==> config.mk <==
export PLATFORM = sky130hd
export DESIGN_NAME = stereo_fmt_mixer
export DESIGN_NICKNAME = d
export VERILOG_FILES = /design/src/rtl/fmtmix_pkg.sv /design/src/rtl/fmtmix_route.sv /design/src/rtl/fmtmix_ctrl.sv /design/src/rtl/fmtmix_datapath.sv /design/src/rtl/stereo_fmt_mixer.sv
export SDC_FILE = /design/constraint.sdc
export NUM_CORES = 1
export LEC_CHECK = 0
export CAP_MARGIN = 10
export CORE_MARGIN = 5
export CORE_UTILIZATION = 62
export CTS_CLUSTER_SIZE = 40
export DETAILED_ROUTE_END_ITERATION = 8
export PLACE_DENSITY_LB_ADDON = 0.25
export SLEW_MARGIN = 20
export SYNTH_ARGS = -nofsm -noshare
export SYNTH_HDL_FRONTEND = slang
export SYNTH_HIERARCHICAL = 1
export SYNTH_SLANG_ARGS = --single-unit
==> constraint.sdc <==
create_clock -name clk -period 13.74 [get_ports clk]
set_clock_uncertainty 0.2 [all_clocks]
set_input_delay 4.122 -clock clk [delete_from_list [all_inputs] [get_ports clk]]
set_output_delay 4.122 -clock clk [all_outputs]
set_load 0.02 [all_outputs]
==> src/rtl/fmtmix_pkg.sv <==
package fmtmix_pkg;
  // Selector encoding for one output channel
  typedef enum logic [1:0] {
    SEL_ZERO  = 2'b00,
    SEL_RIGHT = 2'b01,
    SEL_LEFT  = 2'b10,
    SEL_MONO  = 2'b11
  } chanSel_e;

  // Strobes from control to datapath
  typedef struct packed {
    logic load;    // capture a new sample pair this cycle
    logic silent;  // post-step gain is zero
  } ctrlStrobes_t;
endpackage

==> src/rtl/fmtmix_route.sv <==
module fmtmix_route #(
  parameter int DATA_W = 24
) (
  input  fmtmix_pkg::chanSel_e      sel,
  input  logic signed [DATA_W-1:0]  leftIn,
  input  logic signed [DATA_W-1:0]  rightIn,
  input  logic signed [DATA_W-1:0]  monoIn,
  output logic signed [DATA_W-1:0]  routed
);
  import fmtmix_pkg::*;

  always_comb begin
    unique case (sel)
      SEL_RIGHT: routed = rightIn;
      SEL_LEFT:  routed = leftIn;
      SEL_MONO:  routed = monoIn;
      default:   routed = '0;
    endcase
  end
endmodule

==> src/rtl/fmtmix_ctrl.sv <==
module fmtmix_ctrl #(
  parameter int RAMP_STEPS = 256,
  localparam int GAIN_W = $clog2(RAMP_STEPS) + 1
) (
  input  logic                     clk,
  input  logic                     rstN,
  input  logic                     sampleStb,
  input  logic                     muteReq,
  output fmtmix_pkg::ctrlStrobes_t ctrlOut,
  output logic [GAIN_W-1:0]        gainNext,
  output logic [GAIN_W-1:0]        gainQ
);
  localparam logic [GAIN_W-1:0] GAIN_FULL = GAIN_W'(RAMP_STEPS);

  always_comb begin
    if (muteReq)
      gainNext = (gainQ == '0) ? '0 : gainQ - 1'b1;
    else
      gainNext = (gainQ == GAIN_FULL) ? GAIN_FULL : gainQ + 1'b1;
  end

  always_ff @(posedge clk or negedge rstN) begin
    if (!rstN)
      gainQ <= GAIN_FULL;
    else if (sampleStb)
      gainQ <= gainNext;
  end

  assign ctrlOut.load   = sampleStb;
  assign ctrlOut.silent = (gainNext == '0);
endmodule

==> src/rtl/fmtmix_datapath.sv <==
module fmtmix_datapath #(
  parameter int DATA_W     = 24,
  parameter int RAMP_STEPS = 256,
  localparam int GAIN_W    = $clog2(RAMP_STEPS) + 1,
  localparam int SHIFT     = $clog2(RAMP_STEPS),
  localparam int PROD_W    = DATA_W + GAIN_W + 1
) (
  input  logic                     clk,
  input  logic                     rstN,
  input  fmtmix_pkg::ctrlStrobes_t ctrlIn,
  input  logic [GAIN_W-1:0]        gain,
  input  logic [3:0]               fmtCode,
  input  logic signed [DATA_W-1:0] leftIn,
  input  logic signed [DATA_W-1:0] rightIn,
  output logic signed [DATA_W-1:0] leftOut,
  output logic signed [DATA_W-1:0] rightOut,
  output logic                     outStb
);
  import fmtmix_pkg::*;

  // Mono mix with one guard bit, then arithmetic halving
  logic signed [DATA_W:0]   sumWide;
  logic signed [DATA_W-1:0] monoMix;
  assign sumWide = {leftIn[DATA_W-1], leftIn} + {rightIn[DATA_W-1], rightIn};
  assign monoMix = sumWide[DATA_W:1];

  logic signed [DATA_W-1:0] scaled [2];
  logic signed [GAIN_W:0]   gainSigned;
  assign gainSigned = $signed({1'b0, gain});

  for (genvar ch = 0; ch < 2; ch++) begin : g_chan
    chanSel_e                 selCh;
    logic signed [DATA_W-1:0] routedCh;
    logic signed [PROD_W-1:0] prodCh;
    logic signed [PROD_W-1:0] shiftedCh;

    assign selCh = chanSel_e'(fmtCode[3-2*ch -: 2]);

    fmtmix_route #(.DATA_W(DATA_W)) u_route (
      .sel     (selCh),
      .leftIn  (leftIn),
      .rightIn (rightIn),
      .monoIn  (monoMix),
      .routed  (routedCh)
    );

    assign prodCh     = routedCh * gainSigned;
    assign shiftedCh  = prodCh >>> SHIFT;
    assign scaled[ch] = ctrlIn.silent ? '0 : shiftedCh[DATA_W-1:0];
  end

  always_ff @(posedge clk or negedge rstN) begin
    if (!rstN) begin
      leftOut  <= '0;
      rightOut <= '0;
      outStb   <= 1'b0;
    end else begin
      outStb <= ctrlIn.load;
      if (ctrlIn.load) begin
        leftOut  <= scaled[0];
        rightOut <= scaled[1];
      end
    end
  end
endmodule

==> src/rtl/stereo_fmt_mixer.sv <==
module stereo_fmt_mixer #(
  parameter int DATA_W     = 24,
  parameter int RAMP_STEPS = 256
) (
  input  logic                     clk,
  input  logic                     rstN,
  input  logic                     sampleStb,
  input  logic signed [DATA_W-1:0] leftIn,
  input  logic signed [DATA_W-1:0] rightIn,
  input  logic [3:0]               fmtCode,
  input  logic                     muteReq,
  output logic signed [DATA_W-1:0] leftOut,
  output logic signed [DATA_W-1:0] rightOut,
  output logic                     outStb
);
  localparam int GAIN_W = $clog2(RAMP_STEPS) + 1;

  fmtmix_pkg::ctrlStrobes_t ctrlBus;
  logic [GAIN_W-1:0]        gainNext;
  logic [GAIN_W-1:0]        gainQ;

  fmtmix_ctrl #(.RAMP_STEPS(RAMP_STEPS)) u_ctrl (
    .clk       (clk),
    .rstN      (rstN),
    .sampleStb (sampleStb),
    .muteReq   (muteReq),
    .ctrlOut   (ctrlBus),
    .gainNext  (gainNext),
    .gainQ     (gainQ)
  );

  fmtmix_datapath #(.DATA_W(DATA_W), .RAMP_STEPS(RAMP_STEPS)) u_dp (
    .clk      (clk),
    .rstN     (rstN),
    .ctrlIn   (ctrlBus),
    .gain     (gainNext),
    .fmtCode  (fmtCode),
    .leftIn   (leftIn),
    .rightIn  (rightIn),
    .leftOut  (leftOut),
    .rightOut (rightOut),
    .outStb   (outStb)
  );
endmodule

==> results of run 1 <==
==> cells in the final DEF (no fill, tap or decap), types with 4 or more instances in the layout <==
| cell | instances |
|---|---|
| nor4_1 | 5 |
| clkbuf_16 | 9 |
| and2_1 | 223 |
| a21o_1 | 27 |
| o21a_1 | 8 |
| mux2_4 | 40 |
| o31ai_1 | 9 |
| o211ai_1 | 7 |
| xnor2_1 | 45 |
| mux2_2 | 15 |
| a21oi_1 | 44 |
| clkdlybuf4s50_1 | 103 |
| nor2b_1 | 5 |
| and3_1 | 5 |
| a32o_1 | 6 |
| nor3_1 | 16 |
| o32ai_1 | 5 |
| fa_1 | 341 |
| nand2_1 | 237 |
| xor2_1 | 25 |
| dfrtp_1 | 57 |
| a22o_1 | 76 |
| a31oi_1 | 4 |
| nor2_1 | 31 |
| nand2b_1 | 10 |
| o21bai_1 | 4 |
| buf_4 | 21 |
| or3_1 | 11 |
| o21ai_0 | 23 |
| inv_1 | 386 |
| a211oi_1 | 6 |
| nand4_1 | 12 |
| nand3_1 | 24 |
| ha_1 | 158 |
==> final cells by class <==
class	instances	area share, %
Sequential cell	58	7.12
Antenna cell	1	0.0123
Multi-Input combinational cell	1499	75.9
Clock buffer	9	1.10
Clock inverter	7	0.496
Timing Repair Buffer	125	5.85
Tap cell	396	2.43
Inverter	387	7.12
==> critical path, delay by kind of cell <==
family,cells,cell delay (ns)
adder cells (fa/ha/maj),7,3.34
multiplexers,2,0.35
buffers and inverters,6,0.83
AO/OA/AOI/OAI,11,2.48
AND/OR/NAND/NOR,5,1.02
XOR/XNOR,1,0.17
==> stage by stage <==
step	instance area [sq um]	cells	hold slack (ns)	util [%]	setup WS, ns
floorplan	18900	2046	0.394	-	2.54
global placement	20100	2465	0.275	66.2	1.41
detailed placement	20100	2465	0.277	66.2	1.09
CTS	20400	2481	0.292	67.3	1.46
global route	20400	2481	0.312	67.3	0.920
finish	20400	2482	0.287	67.3	1.41
==> cell families after synthesis <==
family	after synthesis
AO/OA/AOI/OAI	272
XOR/XNOR	70
adder cells (fa/ha/maj)	499
buffers and inverters	489
flip-flops	58
multiplexers	58
AND/OR/NAND/NOR	600
==> routing by layer <==
layer	vias to the layer above	track usage (%)	part of all wire, %
met1	7475	37.8	41
li1	6545	-	-
met4	0	9.01	3.2
met5	-	0	0
met2	491	50.6	49
met3	104	4.16	6.1
==> flip-flops by register name, indices dropped and copies added, names as in the netlist <==
name,flops
u_dp/outStb,1
u_dp/leftOut,24
u_ctrl/gainQ,9
u_dp/rightOut,24
==> worst min-delay path by stage <==
stage,to,cells past startpoint,start
2_1_floorplan,u_dp/leftOut[13]$_DFFE_PN0P_,2,u_dp/leftOut[13]$_DFFE_PN0P_
3_3_place_gp,u_dp/rightOut[4]$_DFFE_PN0P_,1,u_dp/rightOut[4]$_DFFE_PN0P_
3_5_place_dp,u_dp/leftOut[13]$_DFFE_PN0P_,2,u_dp/leftOut[13]$_DFFE_PN0P_
4_1_cts,u_dp/leftOut[23]$_DFFE_PN0P_,1,u_dp/leftOut[23]$_DFFE_PN0P_
5_1_grt,u_dp/leftOut[17]$_DFFE_PN0P_,1,u_dp/leftOut[17]$_DFFE_PN0P_
6_report,u_dp/leftOut[23]$_DFFE_PN0P_,1,u_dp/leftOut[23]$_DFFE_PN0P_
==> flow_summary_export.csv, run 1 <==
group,metric,value,unit
yosys,seq_area_frac_synth,7.68,%
global_routing,grt_pass1_vias,15865,
critical_path,startpoint_type,"input pin",
cells_and_area,drive_gt1_share,6.33,%
cts,cts_resized,0,
global_routing,grt_max_degree,59,
critical_path,slowest_delay,0.56,ns
cts,cts_root_buf,"clkbuf_16",
hold_path,hp-class,"reg -> reg",
critical_path,crit_path_max_fanout,9,
floorplanning,fp.dieW,185,um
critical_path,worst_ep_required_time,13.73,ns
yosys,synth_ff_type,"dfrtp_1",
cts,cts_sinks,58,
place,finalWeightedCongestion,0.894,
critical_path,crit_top_cell,"fa_1",
cts,clkTransAtPathRegs,0.06,ns
cts,cts_max_level,3,
cells_and_area,multi_input_area,15500,sq um
yosys,synth_xor_area_share,3.24,%
critical_path,endpoint,"u_dp/rightOut[21]$_DFFE_PN0P_",
timing,finalSetupViolCount,0,
yosys,async_flop_share,100,%
critical_path,r2r_end,"u_dp/leftOut[23]$_DFFE_PN0P_",
detailed_routing,drc,0,
cells_and_area,fin_nets,2635,
critical_path,critPathArrivalTime,12.32,ns
global_routing,antenna_found_initial,0,
critical_path,crit_path_top_delay_cell,"fa_1",
outcome,run_status,"finished clean",
detailed_routing,firstDrtPassIters,6,
floorplanning,fp.coreArea,30300,sq um
floorplanning,row_count,64,
yosys,muxShareOfSynthArea,4.23,%
detailed_routing,drtIter0Drc,902,
yosys,ys_warn_count,6,
yosys,synth-simple-area-share,16.4,%
cts,clock_path_buffers,2,
yosys,synth_nets,2601,
detailed_routing,drt_wl_total,47.3,mm
detailed_routing,vias,14615,
cts,cts_buffers,9,
cts,cts_tree,"done",
yosys,synth-compound-area-share,11.3,%
yosys,synthesis.area,18900,sq um
timing,rsz0062_at_grt,"no",
yosys,synthTopCellsByCount,"inv_1, fa_1, nand2_1",
timing,min_period,12.33,ns
critical_path,startpoint,"leftIn[1]",
yosys,netlist.area_leader.share,36.1,%
timing,worstMarginPinSlew,1.07,ns
floorplanning,start_util,62.3,%
yosys,synth-seq-cells,58,
place,place_hpwl,36.5,mm
timing,finalCritPeriodShare,89.7,%
detailed_routing,wl_per_cell,19.0,um
yosys,netlist_instances,2046,
floorplanning,die-height,185,um
global_routing,grt.overflow.total,0,
global_routing,grt.total_usage,29.1,%
cts,worstSkewPairLatency,0.34,ns
yosys,synth-adder-area-share,46.6,%
yosys,synth-edff-count,0,
place,portBuffers,104,
timing,fmax,81.1,MHz
critical_path,r2r_start,"u_ctrl/gainQ[0]$_DFFE_PN0P_",
yosys,synth_most_common_cell,"inv_1",
yosys,syn_area_per_cell,9.24,sq um
critical_path,ff2ff_setup_slack,5.78,ns
job,cap_violations,0,
cts,cts_setup_buffers,0,
yosys,yosys-top-cells-area,"fa_1, ha_1, inv_1",
cts,cts_hold_buffers,0,
cells_and_area,fillers,2472,
critical_path,critPathKind,"in -> reg",
timing,slew_headroom,28.3,%
detailed_routing,via_per_inst,5.89,
yosys,synth_top_cell_by_area,"fa_1",
floorplanning,pin_count,105,
timing,final_hold_viol_count,0,
global_routing,grt_pass1_wl,79.6,mm
floorplanning,die_area,34100,sq um
yosys,synth_top_family_by_area,"adder cells",
yosys,synth.distinct_cells,83,
timing,drv_slew,0,
cells_and_area,register_area,1450,sq um
cells_and_area,syn2layout_area_growth,7.99,%
critical_path,ff2ff_path_depth,26,
timing,tns,0,ns
critical_path,cp-end-kind,"flop",
detailed_routing,ant_nets,0,
Power of run 1 is left out: the tool's default activity adds up to more than one toggle a clock period on the data nets, which glitch-free logic cannot reach.
==> run 2: changes to the inputs <==
Settings changed: CORE_UTILIZATION 62 to 57.
==> run 2 against run 1 <==
Compared with the run above:
- first-iteration DRC count increased by 2.5%
- count of clock-buffer cells in the layout rose by 1
- die area grew 8.3%
- utilization is 4.6 points lower
- final cell count up 1.8%
- maximum frequency rose by 0.25%
- worst setup slack improved by 0.031 ns
==> flow_summary_export.csv, run 2 (same netlist as run 1, synthesis figures left out) <==
group,metric,value,unit
critical_path,crit_path_top_delay_cell,"fa_1",
timing,rsz0062_at_grt,"no",
detailed_routing,drt_wl_total,49.0,mm
hold_path,hp-class,"reg -> reg",
critical_path,startpoint_type,"input pin",
global_routing,antenna_found_initial,1,
cts,cts_root_buf,"clkbuf_16",
detailed_routing,vias,14571,
floorplanning,pin_count,105,
place,portBuffers,104,
cells_and_area,reg_top3,"u_dp/leftOut: 24 flops, u_dp/rightOut: 24 flops, u_ctrl/gainQ: 9 flops",
critical_path,crit_buf_inv,4,
critical_path,slowest_delay,0.57,ns
detailed_routing,drc,0,
cells_and_area,fin_nets,2634,
cells_and_area,syn2layout_area_growth,8.15,%
cts,cts_resized,0,
cells_and_area,register_area,1450,sq um
cts,cts_buffers,9,
critical_path,critPathKind,"in -> reg",
timing,min_period,12.30,ns
global_routing,grt_max_degree,59,
timing,fmax,81.3,MHz
floorplanning,fp.dieW,192,um
global_routing,grt_pass1_vias,15986,
cells_and_area,fillers,2731,
floorplanning,fp.coreArea,32600,sq um
detailed_routing,firstDrtPassIters,5,
job,cap_violations,0,
cts,worstSkewPairLatency,0.35,ns
detailed_routing,via_per_inst,5.77,
floorplanning,row_count,66,
floorplanning,die_area,36900,sq um
critical_path,cp-end-kind,"flop",
floorplanning,start_util,58.0,%
critical_path,crit_top_cell,"fa_1",
global_routing,grt_pass1_wl,82.1,mm
critical_path,critPathArrivalTime,12.32,ns
cts,cts_hold_buffers,0,
detailed_routing,wl_per_cell,19.4,um
cts,cts_sinks,58,
cells_and_area,layout_common_cells,"inv_1, fa_1, nand2_1, and2_1, ha_1",
cts,cts_setup_buffers,0,
timing,drv_slew,0,
timing,finalCritPeriodShare,89.5,%
global_routing,grt.total_usage,28.0,%
timing,setup_ws,1.44,ns
floorplanning,die-height,192,um
timing,tns,0,ns
cells_and_area,multi_input_area,15500,sq um
global_routing,grt.overflow.total,0,
cts,clock_path_buffers,2,
timing,worstMarginPinSlew,1.17,ns
cells_and_area,mostFrequentLayoutCell,"inv_1",
critical_path,cp_top_family,"adder cells",
cells_and_area,n_antenna_cell,0,
timing,final_hold_viol_count,0,
detailed_routing,ant_nets,0,
timing,slew_headroom,21.7,%
cts,clkTransAtPathRegs,0.05,ns
timing,finalSetupViolCount,0,
critical_path,worst_ep_required_time,13.77,ns
critical_path,crit_path_max_fanout,9,
place,place_hpwl,37.3,mm
outcome,run_status,"finished clean",
cts,cts_tree,"done",
place,finalWeightedCongestion,0.933,
cells_and_area,drive_gt1_share,6.24,%
place,place_ws,1.18,ns
cts,cts_max_level,3,
detailed_routing,drtIter0Drc,925,
## run 2: cell type report
cell class / count / area share, %
clock buffer: 10 / 1.12
clock inverter: 6 / 0.330
inverter: 387 / 7.11
multi-input combinational: 1499 / 75.8
sequential: 58 / 7.11
tap: 442 / 2.71
timing repair buffer: 124 / 5.80
## run 2: worst reg2reg max path, stage by stage (launching register included)
cell,delay (ns)
dfrtp_1,0.53
inv_1,0.13
ha_1,0.26
a41oi_1,0.54
a221oi_1,0.24
a21oi_4,0.58
buf_4,0.55
nand2_1,0.16
fa_1,0.54
fa_1,0.56
inv_1,0.05
fa_1,0.45
fa_1,0.51
inv_1,0.05
fa_1,0.51
inv_1,0.05
ha_1,0.31
o211ai_1,0.18
a21oi_1,0.11
o21ai_0,0.33
a21oi_4,0.13
a221oi_2,0.42
nor3_2,0.15
nor4_1,0.27
nor3b_1,0.09
mux2_2,0.27
## run 2: final timing paths
kind	from	to	slack [ns]	cells after the start
min in group asynchronous	rstN	u_dp/leftOut[6]$_DFFE_PN0P_	3.75	2
setup / recovery	leftIn[2]	u_dp/leftOut[22]$_DFFE_PN0P_	1.44	29
max in group asynchronous	rstN	u_dp/leftOut[20]$_DFFE_PN0P_	9.04	2
hold / removal	u_dp/leftOut[17]$_DFFE_PN0P_	u_dp/leftOut[17]$_DFFE_PN0P_	0.29	1
hold reg to reg	u_dp/leftOut[17]$_DFFE_PN0P_	u_dp/leftOut[17]$_DFFE_PN0P_	0.29	1
setup reg to reg	u_ctrl/gainQ[0]$_DFFE_PN0P_	u_dp/leftOut[22]$_DFFE_PN0P_	5.44	25
## run 2: stage by stage
step                      hold WS (ns)  instances  area, sq um  utilization (%)
final                            0.290       2526        20400             62.7
after global routing             0.307       2526        20400             62.7
after CTS                        0.291       2526        20400             62.7
after detailed placement         0.278       2510        20100             61.8
after global placement           0.275       2510        20100             61.8
after floorplan                  0.394       2046        18900                -
## run 2: routing by layer
metal	track usage [%]	part of all wire [%]	up-vias
met2	49.6	50	529
met1	35.8	41	7377
li1	-	-	6559
met5	0	0	-
met3	3.91	6.0	106
met4	8.48	3.1	0
Power of run 2 is left out for the same reason.
==> run 3: changes to the inputs <==
Settings changed: SETUP_SLACK_MARGIN from default to 0.3.
==> results of run 3 <==
Same layout as run 2: the final DEF is identical, and so are final timing and power.
Power of run 3 is left out for the same reason.
